===== config.mk =====
export PLATFORM = sky130hd
export DESIGN_NAME = sdram_refresh_mgr
export DESIGN_NICKNAME = d
export VERILOG_FILES = /design/src/rtl/sdram_ref_pkg.sv /design/src/rtl/sdram_ref_interval.sv /design/src/rtl/sdram_ref_window.sv /design/src/rtl/sdram_refresh_mgr.sv
export SDC_FILE = /design/constraint.sdc
export NUM_CORES = 1
export LEC_CHECK = 0
export BUFFER_PORTS_ARGS = -buffer_cell sky130_fd_sc_hd__buf_4
export CAP_MARGIN = 30
export CORE_ASPECT_RATIO = 1.2
export CORE_MARGIN = 8
export CORE_UTILIZATION = 30
export DETAILED_ROUTE_END_ITERATION = 10
export PLACE_DENSITY_LB_ADDON = 0.15
export SLEW_MARGIN = 20
export SYNTH_ARGS = -nofsm -noshare
export SYNTH_HDL_FRONTEND = slang
export SYNTH_SLANG_ARGS = --single-unit

===== constraint.sdc =====
create_clock -name clk -period 3.3 [get_ports clk]
set_input_delay 0.33 -clock clk [delete_from_list [all_inputs] [get_ports clk]]
set_output_delay 0.33 -clock clk [all_outputs]
set_load 0.05 [all_outputs]

===== src/rtl/sdram_ref_pkg.sv =====
package sdram_ref_pkg;

    typedef enum logic [2:0] {
        ST_IDLE    = 3'd0,
        ST_RFSH    = 3'd1,
        ST_RCWAIT  = 3'd2,
        ST_SRENTER = 3'd3,
        ST_SRHOLD  = 3'd4,
        ST_SREXIT  = 3'd5
    } mgr_state_e;

    // {cs_n, ras_n, cas_n, we_n}
    typedef logic [3:0] sdr_cmd_t;
    localparam sdr_cmd_t CMD_NOP  = 4'b0111;
    localparam sdr_cmd_t CMD_AREF = 4'b0001;

endpackage


===== src/rtl/sdram_ref_interval.sv =====
module sdram_ref_interval #(
    parameter int unsigned TREFI_CLKS = 1562
) (
    input  logic clk,
    input  logic rst_n,
    input  logic hold,
    input  logic take,
    output logic pending,
    output logic late
);
    localparam int unsigned CW = (TREFI_CLKS > 2) ? $clog2(TREFI_CLKS) : 1;
    localparam logic [CW-1:0] RELOAD = CW'(TREFI_CLKS - 1);

    typedef struct packed {
        logic [CW-1:0] cnt;
        logic [1:0]    owed;
        logic          late;
    } ivl_t;

    ivl_t ivl_d, ivl_q;
    logic tick;
    logic [1:0] base;

    always_comb begin
        ivl_d = ivl_q;
        tick  = 1'b0;
        base  = ivl_q.owed;
        if (hold) begin
            ivl_d.cnt  = RELOAD;
            ivl_d.owed = 2'd0;
            ivl_d.late = 1'b0;
        end else begin
            if (ivl_q.cnt == '0) begin
                tick      = 1'b1;
                ivl_d.cnt = RELOAD;
            end else begin
                ivl_d.cnt = ivl_q.cnt - 1'b1;
            end
            if (take && ivl_q.owed != 2'd0) begin
                base = ivl_q.owed - 2'd1;
            end
            if (tick) begin
                if (base != 2'd0) begin
                    ivl_d.owed = 2'd2;
                    ivl_d.late = 1'b1;
                end else begin
                    ivl_d.owed = 2'd1;
                end
            end else begin
                ivl_d.owed = base;
            end
            if (ivl_d.owed == 2'd0) begin
                ivl_d.late = 1'b0;
            end
        end
    end

    always_ff @(posedge clk) begin
        if (!rst_n) begin
            ivl_q <= '{cnt: RELOAD, owed: 2'd0, late: 1'b0};
        end else begin
            ivl_q <= ivl_d;
        end
    end

    assign pending = (ivl_q.owed != 2'd0);
    assign late    = ivl_q.late;

    assert_owed_max_R6: assert property (@(posedge clk) disable iff (!rst_n)
        ivl_q.owed != 2'd3);

    assert_late_means_pair_R6: assert property (@(posedge clk) disable iff (!rst_n)
        $rose(ivl_q.late) |-> ivl_q.owed == 2'd2);

endmodule


===== src/rtl/sdram_ref_window.sv =====
module sdram_ref_window #(
    parameter int unsigned MAX_CLKS = 8
) (
    input  logic                         clk,
    input  logic                         rst_n,
    input  logic                         load,
    input  logic [$clog2(MAX_CLKS+1)-1:0] load_val,
    output logic                         zero
);
    localparam int unsigned WW = $clog2(MAX_CLKS + 1);

    logic [WW-1:0] win_d, win_q;

    always_comb begin
        win_d = win_q;
        if (load) begin
            win_d = load_val;
        end else if (win_q != '0) begin
            win_d = win_q - 1'b1;
        end
    end

    always_ff @(posedge clk) begin
        if (!rst_n) begin
            win_q <= '0;
        end else begin
            win_q <= win_d;
        end
    end

    assign zero = (win_q == '0);

    assert_no_wrap_R5: assert property (@(posedge clk) disable iff (!rst_n)
        (zero && !load) |=> zero);

endmodule


===== src/rtl/sdram_refresh_mgr.sv =====
module sdram_refresh_mgr
    import sdram_ref_pkg::*;
#(
    parameter int unsigned TREFI_CLKS = 1562,
    parameter int unsigned TRFC_CLKS  = 8
) (
    input  logic       clk,
    input  logic       rst_n,
    input  logic       lp_req,
    input  logic       ref_gnt,
    output logic       ref_req,
    output logic       bus_own,
    output logic       sdr_cke,
    output logic [3:0] sdr_cmd,
    output logic       refresh_late
);
    localparam int unsigned WW = $clog2(TRFC_CLKS + 1);
    localparam logic [WW-1:0] RC_LOAD = WW'(TRFC_CLKS - 2);
    localparam logic [WW-1:0] XS_LOAD = WW'(TRFC_CLKS - 1);

    typedef struct packed {
        mgr_state_e state;
    } mgr_t;

    mgr_t mgr_d, mgr_q;

    logic          owed;
    logic          take;
    logic          hold;
    logic          win_load;
    logic [WW-1:0] win_val;
    logic          win_zero;

    sdram_ref_interval #(.TREFI_CLKS(TREFI_CLKS)) u_interval (
        .clk     (clk),
        .rst_n   (rst_n),
        .hold    (hold),
        .take    (take),
        .pending (owed),
        .late    (refresh_late)
    );

    sdram_ref_window #(.MAX_CLKS(TRFC_CLKS)) u_window (
        .clk      (clk),
        .rst_n    (rst_n),
        .load     (win_load),
        .load_val (win_val),
        .zero     (win_zero)
    );

    always_comb begin
        mgr_d    = mgr_q;
        win_load = 1'b0;
        win_val  = RC_LOAD;
        case (mgr_q.state)
            ST_IDLE: begin
                if (ref_gnt && (owed || lp_req)) begin
                    mgr_d.state = owed ? ST_RFSH : ST_SRENTER;
                end
            end
            ST_RFSH: begin
                win_load    = 1'b1;
                win_val     = RC_LOAD;
                mgr_d.state = ST_RCWAIT;
            end
            ST_RCWAIT: begin
                if (win_zero) begin
                    mgr_d.state = owed ? ST_RFSH : ST_IDLE;
                end
            end
            ST_SRENTER: mgr_d.state = ST_SRHOLD;
            ST_SRHOLD: begin
                if (!lp_req) begin
                    win_load    = 1'b1;
                    win_val     = XS_LOAD;
                    mgr_d.state = ST_SREXIT;
                end
            end
            ST_SREXIT: begin
                if (win_zero) begin
                    mgr_d.state = ST_IDLE;
                end
            end
            default: mgr_d.state = ST_IDLE;
        endcase
    end

    always_ff @(posedge clk) begin
        if (!rst_n) begin
            mgr_q <= '{state: ST_IDLE};
        end else begin
            mgr_q <= mgr_d;
        end
    end

    assign take    = (mgr_q.state == ST_RFSH);
    assign hold    = (mgr_q.state == ST_SRENTER) || (mgr_q.state == ST_SRHOLD) ||
                     (mgr_q.state == ST_SREXIT);
    assign bus_own = (mgr_q.state != ST_IDLE);
    assign sdr_cke = !((mgr_q.state == ST_SRENTER) || (mgr_q.state == ST_SRHOLD));
    assign sdr_cmd = ((mgr_q.state == ST_RFSH) || (mgr_q.state == ST_SRENTER)) ? CMD_AREF : CMD_NOP;
    assign ref_req = (mgr_q.state == ST_IDLE) && (owed || lp_req);

    assert_cke_low_owned_R8: assert property (@(posedge clk) disable iff (!rst_n)
        !sdr_cke |-> bus_own);

    assert_aref_then_nop_R5: assert property (@(posedge clk) disable iff (!rst_n)
        (sdr_cmd == CMD_AREF) |=> (sdr_cmd == CMD_NOP) && bus_own);

    assert_stray_grant_R11: assert property (@(posedge clk) disable iff (!rst_n)
        (ref_gnt && !ref_req && !bus_own) |=> !bus_own);

    assert_no_req_in_sr_R10: assert property (@(posedge clk) disable iff (!rst_n)
        !sdr_cke |-> !ref_req);

    assert_cke_rise_nop_R9: assert property (@(posedge clk) disable iff (!rst_n)
        $rose(sdr_cke) |-> (sdr_cmd == CMD_NOP) && bus_own);

    assert_req_released_R3: assert property (@(posedge clk) disable iff (!rst_n)
        ref_req |-> !bus_own);

endmodule


# [After elaboration in Yosys (flattened, before gate mapping)]
# Index checks and enable logic that the tools add are counted.
[word_totals] register_bits=21 input_bits=4 out_inout_bits=8 wordCells=61
[classes] mux=21 add_sub_neg=3 n_reduce_logical=22 n_bitwise=1 n_eq_ne=9
[op_table] operator="one-hot mux 3 bit (6 select lines)" count=1
[op_table] operator="2-to-1 mux 3 bit" count=5
[op_table] operator="2-to-1 mux 2 bit" count=6
[op_table] operator="zero test 11 bit" count=1
[op_table] operator="subtractor 11 x 1 -> 11 bit (second input constant)" count=1
[op_table] operator="2-to-1 mux 4 bit" count=2
[op_table] operator="== test 3 x 2 -> 1 bit (second input constant)" count=2
[op_table] operator="== test 3 bit (second input constant)" count=2
[op_table] operator="2-to-1 mux 1 bit" count=6
[op_table] operator="nonzero test 2 bit" count=3
[op_table] operator="OR reduction 3 bit" count=2
[op_table] operator="zero test 4 bit" count=1
[op_table] operator="logical OR 1 bit" count=4
[op_table] operator="!= test 2 x 1 -> 1 bit (second input constant)" count=2
[op_table] operator="!= test 2 bit (second input constant)" count=2
[op_table] operator="AND reduction 4 bit" count=1
[op_table] operator="nonzero test 4 bit" count=1
[op_table] operator="subtractor 4 x 1 -> 4 bit (second input constant)" count=1
[op_table] operator="== test 3 x 1 -> 1 bit (second input constant)" count=1
[op_table] operator="logical AND 1 bit" count=3
[op_table] operator="zero test 3 bit" count=1
[op_table] operator="nonzero test 3 bit" count=1
[op_table] operator="zero test 2 bit" count=1
[op_table] operator="one-hot mux 1 bit (2 select lines)" count=1
[op_table] operator="5 further kinds" count=5

# [Longest topological paths before layout]
[depth] ltp_word=10 mapped_depth=6 depth_no_buf=6

# [By module]
# Synthesis repeated with hierarchy kept, for this count alone.
[hier_totals] cells_unflattened=136 area_unflattened_um2=1191.1
[modules_own_cells] mod="sdram_ref_interval" seq_area_each_um2=280.3 instances=1 cells_per_inst=79 area_each_um2=698.2
[modules_own_cells] mod="sdram_refresh_mgr" seq_area_each_um2=60.1 instances=1 cells_per_inst=34 area_each_um2=262.8
[modules_own_cells] mod="sdram_ref_window" seq_area_each_um2=80.1 instances=1 cells_per_inst=23 area_each_um2=230.2

# [Worst setup path before layout]
# No wires, ideal clock.
[synth_path] kind="register to output" start="register mgr_q[2] (netlist bit)" end="output ref_req" setup_slack_ns=1.096 stages_incl_launch_ff=4 path_buffers=1 arrival_time_ns=1.874 required_ns=2.970 path_cell_list="dfxtp_1 > buf_2 > or3_1 > nor2b_1"
[synth_between] elab_chain_len=2
[synth_lines] element="start: declaration" line="sdram_refresh_mgr.sv:25" source="mgr_t mgr_d, mgr_q;"
[synth_lines] element="start signal: assignment" line="sdram_refresh_mgr.sv:90" source="mgr_q <= '{state: ST_IDLE};"
[synth_lines] element="start signal: assignment" line="sdram_refresh_mgr.sv:92" source="mgr_q <= mgr_d;"
[synth_lines] element="zero test 3 bit" line="sdram_refresh_mgr.sv:102" source="assign ref_req = (mgr_q.state == ST_IDLE) && (owed || lp_req);"
[synth_lines] element="logical AND 1 bit" line="sdram_refresh_mgr.sv:102"
[synth_lines] element="end: declaration" line="sdram_refresh_mgr.sv:11" source="output logic ref_req,"
# No other way between the ends.

# [Worst setup path after layout]
# Same ends and word-level chain as after synthesis.

==> impl_results.md <==
- DP Area: 0.00126 mm2
- Most used DFF post-synth: dfxtp_1
- Peak supply drop: 0.332 mV
- CP arrival: approximately 1500 ps
- CP max stage cell: or3_1
- Routability cong.: 0.743
- Clk_skew: 5.19 ps
- Critical-path cell list: or3_1 > nor2b_1 > buf_4
- EDFF count, synth: 0
- Final Net Count: 151
- ANT cells: 0
- Setup_tns: 0 ps
- Power density over the cells: 664 mW/mm2
- R2R cell count: 6
- Area Growth Syn to Fin: 12.2%
- Final hold viol count: 0
- Distinct cell type count after synthesis: 36
- Layout cell share with drive strength beyond 1: 13.5%
- Critical path class: reg2out
- Maximum number of pins on one net before global-route repair: 13
- Clock-pin slew on the worst setup and hold paths: 80 ps
- Post-synth top area share: between 30% and 40%
- Core Region: between 0.003 and 0.004 mm2
- Max Cap Violations: 0
- First-pass GRT wire length: between 3000 and 4000 um
- Antenna violations before repair: 0
- CP required: 2970 ps
- Status: finished clean
- Reg2reg start: u_interval.ivl_q[1]
- Critical-path maximum fanout: 11
- Cts hold-fix bufs: 0
- Die Y-Extent: 84.2 um
- Synthesis Warnings: 0
- Final min period: around 1800 ps
- Max clock buf depth: 2
- Via Count: 871
- CTS Buf Count: 3
- Post-route ant nets: 0
- PostCTS Resize Cnt: 0
- PnR Total Power: 0.000865 W
- RSZ-0062 raised after global routing: no
- Number of global-route vias before repair: 894
- Post-DP HPWL: ~1600 um
- Total track usage: 7.64%
- Die X: 72.8 um
- Setup crit end kind: output pin
- Asr flop ratio synth: 0%
- Crit share post-route: 54.2%
- I/O Pins: 12
- Pre-antenna DRT Iters: 4
- Dominant cell by count in the synthesized netlist: dfxtp_1
- Clock Latency Late Sink: around 260 ps
- R2R setup slack: ~1600 ps
- Post-synth top cells: 21 x dfxtp_1, 16 x nor2_1, 12 x nand2_1, 8 x a21oi_1, 7 x xor2_1
- Final setup viols: 0
- Row Count: 24
- Cells after Synth: 134
- CTS Sinks: 21
- #FFs+latches synth: 21
- CTS tree: built
- Synth Area per Inst: 8.67 um2
- Post-synth net total: ~140
- Static leakage: 0.490 nW
- Hold EP: u_window.win_q[2]
- FMAX: 0.559 GHz
- Seq/Total Area, Yosys: a little over a third
- Post CTS Setup Buffer Count: 0
- Final design area excluding fillers: about 0.0013 mm2
- Area leader, netlist: dfxtp_1
- Multi-input gate area: 681 um2
- Crit path buf inv count: 1
- Hold path start: rst_n
- Total Routed Length: between 2000 and 2500 um
- DR WL/cell: 11.1 um
- Worst path max stage delay: 450 ps
- Startpoint types: flip-flop
- Root Driver: clkbuf_8
- Initial core utilization: around a third
- H-tree lvl count: 1
- Reg2reg end: u_interval.ivl_q[1]
- I/O Buffers: 9
- Final Max Slew Viols: 0
- Mapped cell area: 0.00116 mm2
- Worst Hold Depth: 2
- Synth area leaders: dfxtp_1 36%, ha_1 5.4%, xor2_1 5.3%
- Hold crit path type: in2reg
- Die ar.: around 0.0061 mm2
- WP depth: 3
- Via density: 4.51
- Delay-heaviest family, CP: simple AND/OR/NAND/NOR gates
- Filler instances: 395
- Fin Hold WS: 347 ps
- Reg area: 420 um2
- Total gr overflow: 0
- Number of remaining DRC errors: 0
- Initial DRC count: 30
## how the worst max path moves through the flow
stage	startpoint	endpoint	slack, ps
floorplan	mgr_q[2]	ref_req	1100
global placement	u_interval.ivl_q[1]	u_interval.ivl_q[1]	1700
detailed placement	u_interval.ivl_q[1]	u_interval.ivl_q[1]	1600
CTS	mgr_q[2]	ref_req	1490
global route	mgr_q[2]	sdr_cke	1420
finish	mgr_q[2]	ref_req	1510
## area by class of cell
class                           instances  area share, %
Clock buffer                            3           3.17
Tap cell                               52           5.00
Sequential cell                        21           32.3
Timing Repair Buffer                    9           5.19
Clock inverter                          1          0.384
Multi-Input combinational cell        101           52.3
Inverter                                6           1.73
## cell families (layout without fill, tap and decap cells)
logic type,count (synthesis),in the layout,synth area share [%]
multiplexers,3,3,2.59
adder cells (fa/ha/maj),5,5,5.39
buffers and inverters,12,19,5.17
XOR/XNOR,11,11,8.30
other,2,2,0.647
flip-flops,21,21,36.2
AND/OR/NAND/NOR,60,60,31.2
AO/OA/AOI/OAI,20,20,10.5
## power by group
group | internal [W] | leakage, nW | switching [W] | total, W
logic | 0.000141 | 0.293 | 0.000199 | 0.000341
registers | 0.000295 | 0.171 | 0.0000598 | 0.000355
clock network | 0.0000841 | 0.0255 | 0.0000854 | 0.000169
## flip-flops by register name, summed over array words and instances (netlist names)
signal / count
mgr_q: 3
u_interval.late: 1
u_window.win_q: 4
u_interval.ivl_q: 13
## cells in the final DEF (no fill, tap or decap), types with 2 or more instances in the layout
master | synthesis | final
nand3_1 | 4 | 4
nand2_1 | 12 | 12
xor2_1 | 7 | 7
nor2_1 | 16 | 16
ha_1 | 5 | 5
clkbuf_8 | 0 | 3
nor3_1 | 6 | 6
nand2b_1 | 4 | 4
conb_1 | 2 | 2
buf_4 | 3 | 9
or3_1 | 3 | 3
o21a_1 | 2 | 2
and2_1 | 3 | 3
dfxtp_1 | 21 | 21
inv_1 | 6 | 6
xnor2_1 | 4 | 4
o21ai_0 | 4 | 4
a21oi_1 | 8 | 8
mux2i_1 | 3 | 3
nor3b_1 | 2 | 2
## routing by layer
| layer | wire (um) | global-route usage [%] | vias to the layer above |
|---|---|---|---|
| met5 | 0 | 0 | - |
| met4 | 17 | 3.83 | 0 |
| met3 | 120 | 2.02 | 2 |
| met2 | 1040 | 13.1 | 13 |
| met1 | 964 | 8.37 | 392 |
| li1 | - | - | 464 |
## stage by stage
step	cells	util, %	setup WS (ps)
2_1_floorplan	134	-	1100
3_3_place_gp	189	34.3	1700
3_5_place_dp	189	34.3	1600
4_1_cts	193	35.6	1490
5_1_grt	193	35.6	1420
6_report	193	35.6	1510
No activity file was read; power rests on OpenSTA's default activity.
